## config.mk

```make
export PLATFORM = sky130hd
export DESIGN_NAME = switch_mode_fsm
export DESIGN_NICKNAME = d
export VERILOG_FILES = /design/src/rtl/switch_mode_fsm.sv
export SDC_FILE = /design/constraint.sdc
export NUM_CORES = 1
export LEC_CHECK = 0
export BUFFER_PORTS_ARGS = -buffer_cell sky130_fd_sc_hd__buf_2
export CORE_AREA = 10 10 47 49
export CTS_CLUSTER_DIAMETER = 50
export DETAILED_ROUTE_END_ITERATION = 6
export DIE_AREA = 0 0 57 59
export PLACE_DENSITY = 0.53
export SYNTH_ARGS = -nofsm -noshare
export SYNTH_HDL_FRONTEND = slang
export SYNTH_SLANG_ARGS = --single-unit
export TNS_END_PERCENT = 10
```

## constraint.sdc

```tcl
create_clock -name clk -period 3.2 [get_ports clk]
set_input_delay 0.64 -clock clk [delete_from_list [all_inputs] [get_ports clk]]
set_output_delay 0.64 -clock clk [all_outputs]
set_load 0.01 [all_outputs]
```

## src/rtl/switch_mode_fsm.sv

```systemverilog
module switch_mode_fsm #(
  parameter int NCH = 4
) (
  input  logic           clk,
  input  logic           rst_n,
  input  logic           wake_req,
  input  logic           fail_flag,
  input  logic           fault_flag,
  input  logic [NCH-1:0] chan_in,
  input  logic [NCH-1:0] dir_dis,
  output logic [1:0]     mode,
  output logic           normal_stat,
  output logic           cfg_clear,
  output logic [NCH-1:0] fault_rst
);

  localparam logic [1:0] M_SLEEP = 2'b00;
  localparam logic [1:0] M_NORM  = 2'b01;
  localparam logic [1:0] M_SAFE  = 2'b10;
  localparam logic [1:0] M_FAULT = 2'b11;

  logic wake_q, fail_q, fault_q;
  logic [1:0] mode_d;

  always_ff @(posedge clk or negedge rst_n) begin
    if (!rst_n) begin
      wake_q  <= 1'b0;
      fail_q  <= 1'b0;
      fault_q <= 1'b0;
    end else begin
      wake_q  <= wake_req;
      fail_q  <= fail_flag;
      fault_q <= fault_flag;
    end
  end

  always_comb begin
    if (!wake_q)      mode_d = M_SLEEP;
    else if (fault_q) mode_d = M_FAULT;
    else if (fail_q)  mode_d = M_SAFE;
    else              mode_d = M_NORM;
  end

  always_ff @(posedge clk or negedge rst_n) begin
    if (!rst_n) mode <= M_SLEEP;
    else        mode <= mode_d;
  end

  assign normal_stat = (mode == M_NORM);
  assign cfg_clear   = (mode == M_SLEEP);
  assign fault_rst   = (mode == M_NORM || mode == M_SAFE) ? (chan_in & dir_dis) : '0;


  sleep_pick_chk: assert property (@(posedge clk) disable iff (!rst_n)
    !wake_q |=> mode == M_SLEEP);

  normal_pick_chk: assert property (@(posedge clk) disable iff (!rst_n)
    (wake_q && !fail_q && !fault_q) |=> mode == M_NORM);

  safe_pick_chk: assert property (@(posedge clk) disable iff (!rst_n)
    (wake_q && fail_q && !fault_q) |=> mode == M_SAFE);

  fault_pick_chk: assert property (@(posedge clk) disable iff (!rst_n)
    (wake_q && fault_q) |=> mode == M_FAULT);

  clear_excl_chk: assert property (@(posedge clk) disable iff (!rst_n)
    cfg_clear |-> (!normal_stat && fault_rst == '0));

  frst_mask_chk: assert property (@(posedge clk) disable iff (!rst_n)
    (fault_rst & ~(chan_in & dir_dis)) == '0);

endmodule

```

==> flow_metrics.env <==
export IMPL_run_status="complete, no violations"
export IMPL_holdBufCountCts=0
export IMPL_p_total_uw=163
export IMPL_die_w_um=57
export IMPL_die_h_um=59
export IMPL_ys_ff_latch=5
export IMPL_endpoint_kind="primary output"
export IMPL_yosysUniqueCellTypes=6
export IMPL_wl_met2_um=201
export IMPL_power_density_nw_per_um2=468
export IMPL_grt_max_degree=6
export IMPL_finalSetupViolations=0
export IMPL_tritoncts="built"
export IMPL_r2r_slack_ns=2.54
export IMPL_crit_reg2reg_launch="fail_q$_DFF_PN0_"
export IMPL_rsz0062_at_grt="no"
export IMPL_drtAntennaViolNets=0
export IMPL_drt_iter0_drc=1
export IMPL_critPathKind="reg -> out"
export IMPL_nFillCells=160
export IMPL_final_common_cell="buf_2"
export IMPL_drive_gt1_share_pct=57.5
export IMPL_syn2layout_area_growth_pct=72.7
export IMPL_slew_headroom_pct=92.7
export IMPL_ys_seq_area_share_pct=62.1
export IMPL_met1_length_um=256
export IMPL_hp_class="in -> async"
export IMPL_routabilityCongestion=0.655
export IMPL_post_drt_wl_per_cell_um=10.7
export IMPL_start_util_pct=14.4
export IMPL_antenna_found_initial=0
export IMPL_htreeDepth=1
export IMPL_route_detailed_drc=0
export IMPL_final_cells=56
export IMPL_antenna_cells=0
export IMPL_clock_path_buffers=2
export IMPL_cts_resized=0
export IMPL_routed_wl_um=601
export IMPL_hold_viol=0
export IMPL_cp_data_arrival_time_ns=1.28
export IMPL_cp_required_ns=2.56
export IMPL_routed_top_layer="met3"
export IMPL_die_area_um2=3360
export IMPL_nNetsFinal=56
export IMPL_vias_per_cell=3.77
export IMPL_fin_crit_sh_pct=60.1
export IMPL_overflow=0
export IMPL_dp_cells=52
export IMPL_endpoint="fault_rst[0]"
export IMPL_path_clk_slew_ns=0.04
export IMPL_crit_path_max_fanout=4
export IMPL_met3_length_um=143
export IMPL_grt_pass1_wl_um=945
export IMPL_startpoint_type="flop"
export IMPL_numCtsBuffers=3
export IMPL_layout_common_cells="20 x buf_2, 5 x dfrtp_1, 4 x and3_1, 3 x inv_1, 3 x clkbuf_4"
export IMPL_avgSynthCellArea_um2=12.6
export IMPL_fin_util_pct=24.8
export IMPL_cts_sinks=5
export IMPL_finalMaxSlewViolations=0
export IMPL_drv_cap=0
export IMPL_r2r_end="mode[1]$_DFF_PN0_"
export IMPL_timing_setup_tns_ns=0
export IMPL_cts_root_buf="clkbuf_4"
export IMPL_num_vias=211
export IMPL_post_cts_buffers=0
export IMPL_io_buffers=20
export IMPL_min_period_ns=1.92
export IMPL_clk_latency_ns=0.24
export IMPL_yosysWarnings=0
export IMPL_ir_drop_mv=0.299
export IMPL_tightest_slew_ns=0.109
export IMPL_synth_nets=31
export IMPL_rr_worst_depth=1
export IMPL_rows=14
export IMPL_syn_inst=16
export IMPL_grt_usage_pct=3.87
export IMPL_synth_area_um2=201
export IMPL_ioPinCount=21
export IMPL_drt_first_pass_iters=2
export IMPL_grt_pass1_vias=214
export IMPL_p_leak_uw=0.000217
export IMPL_startpoint="mode[0]$_DFF_PN0_"
export IMPL_fmax_ghz=0.520
export IMPL_core_area_um2=1400
export IMPL_fin_skew_ns=0.00360
==> logic make-up after synthesis <==
kind of cell	Yosys count	share of synthesized area (%)
DFF	5	62.1
and+or+nand+nor	4	12.4
buffers and inverters	3	5.59
AOI/OAI and AO/OA	2	7.46
adders and majority gates	2	12.4
==> per-layer routing <==
| layer | track usage, % | vias up |
|---|---|---|
| met4 | 3.02 | 0 |
| li1 | - | 100 |
| met3 | 4.94 | 0 |
| met2 | 4.50 | 22 |
| met5 | 0 | - |
| met1 | 3.37 | 89 |
==> sequential cells by signal, indices dropped and copies added (netlist names) <==
signal	flops
mode	2
wake_q	1
fail_q	1
fault_q	1
==> critical path, stage by stage (launching register included) <==
cell	delay (ns)
dfrtp_1	0.36
inv_1	0.05
ha_1	0.32
and3_1	0.18
buf_2	0.13
==> stage by stage <==
step                      instance area, µm²  worst slack [ns]  hold slack (ns)
after floorplan                          201              1.60            0.344
after global placement                   322              1.52            0.434
after detailed placement                 322              1.51            0.434
after CTS                                348              1.25            0.200
after global routing                     348              1.17            0.198
final                                    348              1.28            0.207
==> where the power goes <==
group | switching (µW) | total, µW | internal [µW]
logic | 11.7 | 24.8 | 13.1
registers | 1.85 | 68.9 | 67.1
clock network | 22.3 | 69.2 | 46.9
total | 35.9 | 163 | 127
==> how the worst min path moves through the flow <==
| stage | from | end | slack [ns] |
|---|---|---|---|
| CTS | rst_n | mode[0]$_DFF_PN0_ | 0.20 |
| floorplan | rst_n | fail_q$_DFF_PN0_ | 0.34 |
| global placement | fail_q$_DFF_PN0_ | mode[0]$_DFF_PN0_ | 0.43 |
| global route | rst_n | mode[0]$_DFF_PN0_ | 0.20 |
| detailed placement | fail_q$_DFF_PN0_ | mode[0]$_DFF_PN0_ | 0.43 |
| finish | rst_n | mode[0]$_DFF_PN0_ | 0.21 |
==> layout make-up <==
type	instances	area, µm²	share of cell area, %
flip-flops and latches	5	125	36.0
repair buffers	20	100	28.8
multi-input cells	8	65.1	18.7
clock buffers	4	26.3	7.55
well taps	16	20.0	5.76
inverters	3	11.3	3.24
==> cell usage after synthesis <==
cell type  n  area share (%)
ha_1       2              12
o21a_1     1             3.7
a21boi_1   1             3.7
inv_1      3             5.6
and3_1     4              12
dfrtp_1    5              62
Power figures use the tool's default switching activity.
